### src/rtl/dbq_pkg.sv
package dbq_pkg;
   localparam int REC_BYTES = 8;
   localparam int REC_BITS  = REC_BYTES * 8;
   localparam int REG_W     = 32;

   typedef enum logic [1:0] {
      RA_MODE = 2'd0,
      RA_STAT = 2'd1,
      RA_DEQ  = 2'd2,
      RA_ENQ  = 2'd3
   } reg_sel_e;

   localparam int MODE_EN  = 0;
   localparam int MODE_ADV = 1;
   localparam int ST_QUEUED = 0;
   localparam int ST_FULL   = 4;
   localparam int ST_ERR    = 7;
endpackage

### src/rtl/dbq_ptr.sv
module dbq_ptr #(
   parameter int ADDR_W = 32,
   parameter int OFS_W  = 12
) (
   input  logic              clk,
   input  logic              rst_n,
   input  logic              load,
   input  logic [ADDR_W-1:0] load_val,
   input  logic              step,
   output logic [ADDR_W-1:0] ptr
);
   logic [OFS_W-1:0] ofs_inc;

   assign ofs_inc = ptr[OFS_W-1:0] + OFS_W'(dbq_pkg::REC_BYTES);

   always_ff @(posedge clk) begin
      if (!rst_n)
         ptr <= '0;
      else if (load)
         ptr <= load_val;
      else if (step)
         ptr <= {ptr[ADDR_W-1:OFS_W], ofs_inc};
   end
endmodule

### src/rtl/dbq_regs.sv
module dbq_regs (
   input  logic       clk,
   input  logic       rst_n,
   input  logic       mode_we,
   input  logic       mode_en_d,
   input  logic [2:0] w1c,
   input  logic       set_err,
   input  logic       set_full,
   input  logic       nonempty,
   output logic       mode_en,
   output logic       st_err,
   output logic       st_full,
   output logic       st_q
);
   // w1c[2] error, w1c[1] full, w1c[0] queued
   always_ff @(posedge clk) begin
      if (!rst_n) begin
         mode_en <= 1'b0;
         st_err  <= 1'b0;
         st_full <= 1'b0;
         st_q    <= 1'b0;
      end else begin
         if (mode_we)
            mode_en <= mode_en_d;
         st_err  <= (st_err  & ~w1c[2]) | set_err;
         st_full <= (st_full & ~w1c[1]) | set_full;
         st_q    <= (st_q | nonempty) & ~w1c[0];
      end
   end
endmodule

### src/rtl/dbell_rx_queue.sv
module dbell_rx_queue #(
   parameter int ADDR_W          = 32,
   parameter int ENTRIES         = 512,
   parameter int ID_W            = 16,
   parameter int INFO_W          = 16,
   parameter bit STALL_WHEN_FULL = 1'b1
) (
   input  logic                         clk,
   input  logic                         rst_n,
   input  logic                         ev_valid,
   output logic                         ev_ready,
   input  logic                         ev_err,
   input  logic [ID_W-1:0]              ev_tid,
   input  logic [ID_W-1:0]              ev_sid,
   input  logic [INFO_W-1:0]            ev_info,
   output logic                         mem_wr_en,
   output logic [ADDR_W-1:0]            mem_wr_addr,
   output logic [dbq_pkg::REC_BITS-1:0] mem_wr_data,
   input  logic                         reg_wr,
   input  logic [1:0]                   reg_addr,
   input  logic [dbq_pkg::REG_W-1:0]    reg_wdata,
   output logic [dbq_pkg::REG_W-1:0]    reg_rdata,
   output logic                         irq
);
   import dbq_pkg::*;

   localparam int IDX_W = $clog2(ENTRIES);
   localparam int OFS_W = IDX_W + $clog2(REC_BYTES);
   localparam int PAD_W = REC_BITS - 2 * ID_W - INFO_W;

   generate
      if (ENTRIES < 2 || (ENTRIES & (ENTRIES - 1)) != 0) begin : g_bad_depth
         $error("ENTRIES must be a power of two, at least 2");
      end
      if (ID_W != 16 || INFO_W != 16) begin : g_bad_fields
         $error("record layout needs 16-bit ID and info fields");
      end
      if (ADDR_W > REG_W || ADDR_W <= OFS_W) begin : g_bad_addr
         $error("ADDR_W must exceed the region offset and fit a register");
      end
   endgenerate

   logic [ADDR_W-1:0] enq_ptr, deq_ptr, enq_inc;
   logic [OFS_W-1:0]  enq_ofs_inc;
   logic mode_en, st_err, st_full, st_q;
   logic empty, full, accept, do_write, deq_step;
   logic wr_mode, wr_stat, wr_deq, wr_enq;

   assign wr_mode = reg_wr && (reg_addr == RA_MODE);
   assign wr_stat = reg_wr && (reg_addr == RA_STAT);
   assign wr_deq  = reg_wr && (reg_addr == RA_DEQ);
   assign wr_enq  = reg_wr && (reg_addr == RA_ENQ);

   assign enq_ofs_inc = enq_ptr[OFS_W-1:0] + OFS_W'(REC_BYTES);
   assign enq_inc     = {enq_ptr[ADDR_W-1:OFS_W], enq_ofs_inc};
   assign empty       = (enq_ptr == deq_ptr);
   assign full        = (enq_inc == deq_ptr);

   generate
      if (STALL_WHEN_FULL) begin : g_stall
         assign ev_ready = mode_en & ~full;
      end else begin : g_drop
         assign ev_ready = mode_en;
      end
   endgenerate

   assign accept   = ev_valid & ev_ready;
   assign do_write = accept & ~ev_err & ~full;
   assign deq_step = wr_mode & reg_wdata[MODE_ADV] & ~empty;

   dbq_ptr #(.ADDR_W(ADDR_W), .OFS_W(OFS_W)) u_enq (
      .clk(clk), .rst_n(rst_n), .load(wr_enq),
      .load_val(reg_wdata[ADDR_W-1:0]), .step(do_write), .ptr(enq_ptr));

   dbq_ptr #(.ADDR_W(ADDR_W), .OFS_W(OFS_W)) u_deq (
      .clk(clk), .rst_n(rst_n), .load(wr_deq),
      .load_val(reg_wdata[ADDR_W-1:0]), .step(deq_step), .ptr(deq_ptr));

   dbq_regs u_regs (
      .clk(clk), .rst_n(rst_n),
      .mode_we(wr_mode), .mode_en_d(reg_wdata[MODE_EN]),
      .w1c({wr_stat & reg_wdata[ST_ERR], wr_stat & reg_wdata[ST_FULL],
            wr_stat & reg_wdata[ST_QUEUED]}),
      .set_err(accept & ev_err),
      .set_full(ev_valid & mode_en & full),
      .nonempty(~empty),
      .mode_en(mode_en), .st_err(st_err), .st_full(st_full), .st_q(st_q));

   assign mem_wr_en   = do_write;
   assign mem_wr_addr = enq_ptr;
   assign mem_wr_data = {{PAD_W{1'b0}}, ev_tid, ev_sid, ev_info};
   assign irq         = st_q & mode_en;

   always_comb begin
      reg_rdata = '0;
      case (reg_addr)
         RA_MODE: reg_rdata[MODE_EN] = mode_en;
         RA_STAT: begin
            reg_rdata[ST_ERR]    = st_err;
            reg_rdata[ST_FULL]   = st_full;
            reg_rdata[ST_QUEUED] = st_q;
         end
         RA_DEQ:  reg_rdata = REG_W'(deq_ptr);
         default: reg_rdata = REG_W'(enq_ptr);
      endcase
   end
endmodule

### config.mk
export PLATFORM = sky130hd
export DESIGN_NAME = dbell_rx_queue
export DESIGN_NICKNAME = d
export VERILOG_FILES = /design/src/rtl/dbq_pkg.sv /design/src/rtl/dbq_ptr.sv /design/src/rtl/dbq_regs.sv /design/src/rtl/dbell_rx_queue.sv
export SDC_FILE = /design/constraint.sdc
export NUM_CORES = 1
export LEC_CHECK = 0
export BUFFER_PORTS_ARGS = -buffer_cell sky130_fd_sc_hd__buf_2
export CELL_PAD_IN_SITES_DETAIL_PLACEMENT = 1
export CELL_PAD_IN_SITES_GLOBAL_PLACEMENT = 2
export CORE_MARGIN = 2
export CORE_UTILIZATION = 27
export CTS_CLUSTER_DIAMETER = 200
export DETAILED_ROUTE_END_ITERATION = 8
export GPL_TIMING_DRIVEN = 0
export HOLD_SLACK_MARGIN = 0.05
export PLACE_DENSITY_LB_ADDON = 0.1
export SLEW_MARGIN = 20
export SYNTH_ARGS = -nofsm -noshare
export SYNTH_HDL_FRONTEND = slang
export SYNTH_SLANG_ARGS = --single-unit
### constraint.sdc
create_clock -name clk -period 5.8 [get_ports clk]
set_clock_uncertainty 0.1 [all_clocks]
set_input_delay 0.87 -clock clk [delete_from_list [all_inputs] [get_ports clk]]
set_output_delay 0.87 -clock clk [all_outputs]
set_load 0.01 [all_outputs]
# Word-level counts from Yosys, hierarchy flattened
# Cells that the tools add are included.
[word_totals]
ff_bits = 68
[classes]
add_sub_neg = 2
eq_ne = 5
mux = 10
bitwise_logic = 25
n_reduce_logical = 8
[op_table]
columns = ["cell", "count"]
rows = [
  ["== test 32 bit", 2],
  ["2-to-1 mux 32 bit", 2],
  ["one-hot mux 24 bit (2 select lines)", 1],
  ["adder 12 x 4 -> 12 bit, second input constant", 2],
  ["2-to-1 mux 12 bit", 2],
  ["bitwise AND 1 bit", 16],
  ["one-hot mux 1 bit (3 select lines)", 3],
  ["inverter 1 bit", 6],
  ["one-hot mux 3 bit (2 select lines)", 1],
  ["== test 2 bit, second input constant", 2],
  ["logical AND 1 bit", 4],
  ["one-hot mux 2 bit (2 select lines)", 1],
  ["nonzero test 2 bit", 2],
  ["bitwise OR 1 bit", 3],
  ["== test 2 x 1 -> 1 bit, second input constant", 1],
  ["zero test 2 bit", 1],
  ["OR reduction 2 bit", 1],
]

# Logic depth before layout (Yosys ltp)
[depth]
word_depth = 9
ltp_mapped = 9
ltp_nobuf = 8

# Cells and area by module
# From an unflattened synthesis, not the netlist that was laid out.
[hier_totals]
hier_cells = 521
hier_area_um2 = 4714.5
[modules_own_cells]
columns = ["mod", "n_inst", "cells_per_inst", "area_per_inst_um2", "seq_area_each_um2"]
rows = [
  ["dbq_ptr", 2, 135, 1387.6, 640.6],
  ["dbell_rx_queue", 1, 239, 1799.2, 0.0],
  ["dbq_regs", 1, 12, 140.1, 80.1],
]

# Least setup slack after synthesis
# No wires, ideal clock.
[synth_path]
path_type = "reg-to-output"
from = "register u_enq.ptr[3]"
to = "output ev_ready"
arrival_ps = 2261
path_slack_ps = 2569
stages_incl_launch_ff = 8
path_buffers = 1
path_cell_list = "dfxtp_1 > and4_1 > a21boi_1 > or4b_4 > a2111oi_4 > and2_1 > buf_6 > and2b_2"
[synth_between]
elab_chain_cells = 4
[synth_lines]
columns = ["element", "line", "rtl"]
rows = [
  ["from (decl)", "dbq_ptr.sv:10", "output logic [ADDR_W-1:0] ptr"],
  ["from (signal assigned)", "dbq_ptr.sv:20", "ptr <= load_val;"],
  ["from (signal assigned)", "dbq_ptr.sv:22", "ptr <= {ptr[ADDR_W-1:OFS_W], ofs_inc};"],
  ["adder 12 x 4 -> 12 bit", "dbell_rx_queue.sv:54", "assign enq_ofs_inc = enq_ptr[OFS_W-1:0] + OFS_W'(REC_BYTES);"],
  ["== test 32 bit", "dbell_rx_queue.sv:57", "assign full = (enq_inc == deq_ptr);"],
  ["inverter 1 bit", "dbell_rx_queue.sv:61", "assign ev_ready = mode_en & ~full;"],
  ["bitwise AND 1 bit", "dbell_rx_queue.sv:61", ""],
  ["to (decl)", "dbell_rx_queue.sv:11", "output logic ev_ready,"],
]
# Every way passes these cells.

# Worst setup path in the final report
[layout_path]
from = "register u_enq.ptr[31]"
to = "output ev_ready"
[layout_between]
elab_chain_cells = 3
[layout_lines]
columns = ["element", "line"]
rows = [
  ["== test 32 bit", "dbell_rx_queue.sv:57"],
  ["inverter 1 bit", "dbell_rx_queue.sv:61"],
  ["bitwise AND 1 bit", "dbell_rx_queue.sv:61"],
]
# Every way passes these cells.

==> metrics.yaml <==
synth_top_area_share_pct: 29.9
cts_root_buffer: "clkbuf_16"
finalPower_mw: 1.31
drive_gt1_share_pct: 34.8
antenna_left: 0
cts.sink_count: 68
design_area_mm2: 0.00593
initial_core_util_pct: 27.5
synth_seq_cells: 68
syn_area_per_cell_um2: 8.06
ys_types: 59
synthTopCellsByArea: "dfxtp_1 (30%), buf_4 (11%), nand2_1 (8.7%)"
irDropWorstVdd_v: 0.000152
yosysTopAreaCell: "dfxtp_1"
num-nets-final: 832
numCtsBuffers: 9
grt_max_degree: 14
finalSetupTns_ns: 0
place_hpwl_um: 13300
rows: 47
num_vias: 4557
hold_buffers: 0
cp.arrival_ns: 2.98
path_class: "flop to primary output"
regToRegSetupSlack_ns: 2.82
die_x_um: 134
relSlewSlack_pct: 35.1
fin_crit_sh_pct: 68.1
hold_viol: 0
design.die.area_mm2: 0.0179
maxSlewViolCount: 0
dieHeight_um: 134
htreeDepth: 3
synthCells: 564
fmax_mhz: 253
synth_commonest_cells: "nand2_1 (105), dfxtp_1 (68), buf_4 (65), a21oi_1 (54)"
grt_pass1_vias: 4747
fin_crit_ns: 3.95
rsz0062_at_grt: "false"
drtIter0Drc: 229
ios: 218
cp-end-kind: "primary output"
hold_class: "flop to flop"
yosysMostFrequentCell: "nand2_1"
grt_pass1_wl_um: 26300
postCtsResizedCells: 0
yosys_warnings: 0
synth_edf_count: 0
finalSetupViolations: 0
outcome: "finished, final reports clean"
dr.pass1.iters: 4
netlist_area_mm2: 0.00455
place_congestion: 0.815
syn_to_final_growth_pct: 30.4
postCtsSetupRepairBufs: 0
antenna_found_initial: 0
crit_path_start_kind: "flop"
ys_seq_area_share_pct: 29.9
yosys_most_used_dff: "dfxtp_1"
worst_pin_slew_ns: 0.973
wl_per_cell_um: 17.8
max_cap_violations: 0
post_drt_via_cell_ratio: 4.71
io_buffers: 153
tritoncts: "built"
fp.coreArea_mm2: 0.0165
dpl_cell_area_mm2: 0.00564
synthArstFlopShare_pct: 0
stdcell_count: 968
fill_cells: 2079
clk_transition_reported_paths_ns: 0.06
hold_slack_ns: 0.369
clk_path_buf_depth: 2
overflow: 0
p_leak_nw: 2.71
wl_um: 17200
power_density_mw_per_mm2: 221
grt_usage_pct: 19.1
drc: 0
crit_required_ns: 4.83
placed_cells: 952
num_antenna_cells: 0
cp_max_fo: 8
clkLatencyLatePin_ns: 0.35
-- state kept, by name, indices dropped and copies added (netlist names) --
signal / flops
u_regs.mode_en: 1
u_deq.ptr: 32
u_regs.st_err: 1
u_regs.st_full: 1
u_enq.ptr: 32
u_regs.st_q: 1
-- area by class of cell --
cell class	instances	area (µm²)	area share (%)
timing repair buffer	153	766	12.9
sequential	68	1360	23.0
buffer	100	683	11.5
inverter	6	22.5	0.380
multi-input combinational	405	2540	42.8
tap	220	275	4.64
clock inverter	6	46.3	0.781
clock buffer	10	239	4.03
-- kinds of logic after synthesis --
kind of cell               synth area share (%)
DFF                                        29.9
buffers and inverters                      15.5
xor gates and xnor gates                   8.06
adders and majority gates                 0.550
AOI/OAI and AO/OA                          13.2
and+or+nand+nor                            23.7
other                                    0.0825
muxes                                      8.94
-- metal layers --
layer / wire, µm / GRT usage [%] / vias to the layer above
li1: - / - / 2201
met1: 7160 / 22.2 / 2209
met2: 8790 / 34.5 / 128
met3: 950 / 4.95 / 19
met4: 334 / 5.20 / 0
met5: 0 / 0 / -
-- cells in the final DEF, fill, tap and decap left out, drive strengths merged, types with 6 or more instances in the layout --
cell type / n
a211oi: 6
a21oi: 55
buf: 222
clkbuf: 40
conb: 16
dfxtp: 68
inv: 9
mux2i: 35
nand2: 105
nand3: 8
nor2: 15
nor2b: 35
o21ai: 12
xnor2: 20
xor2: 21
-- power by group --
group	switching [mW]	internal, mW
combinational	0.143	0.119
sequential	0.0207	0.484
clock	0.238	0.305
-- metrics by stage --
| stage | util [%] | worst slack [ns] |
|---|---|---|
| after CTS | 35.9 | 1.79 |
| after detailed placement | 34.2 | 2.13 |
| after global routing | 35.9 | 1.75 |
| after floorplan | - | 2.57 |
| after global placement | 34.2 | 2.13 |
| final | 35.9 | 1.85 |
-- critical path, stage by stage (launching register included) --
cell and delay, ns:
dfxtp_1 0.34, xnor2_1 0.37, nand4_1 0.14, or4b_2 0.75, a211oi_2 0.37, and2_1 0.20
buf_6 0.13, and2b_2 0.21, buf_2 0.13
-- worst paths after layout --
check,cells past startpoint,startpoint,end
max,8,u_enq.ptr[31],ev_ready
min,2,u_regs.st_err,u_regs.st_err
max reg2reg,8,u_deq.ptr[8],u_deq.ptr[5]
min reg2reg,2,u_regs.st_err,u_regs.st_err
Power figures use the tool's default switching activity.
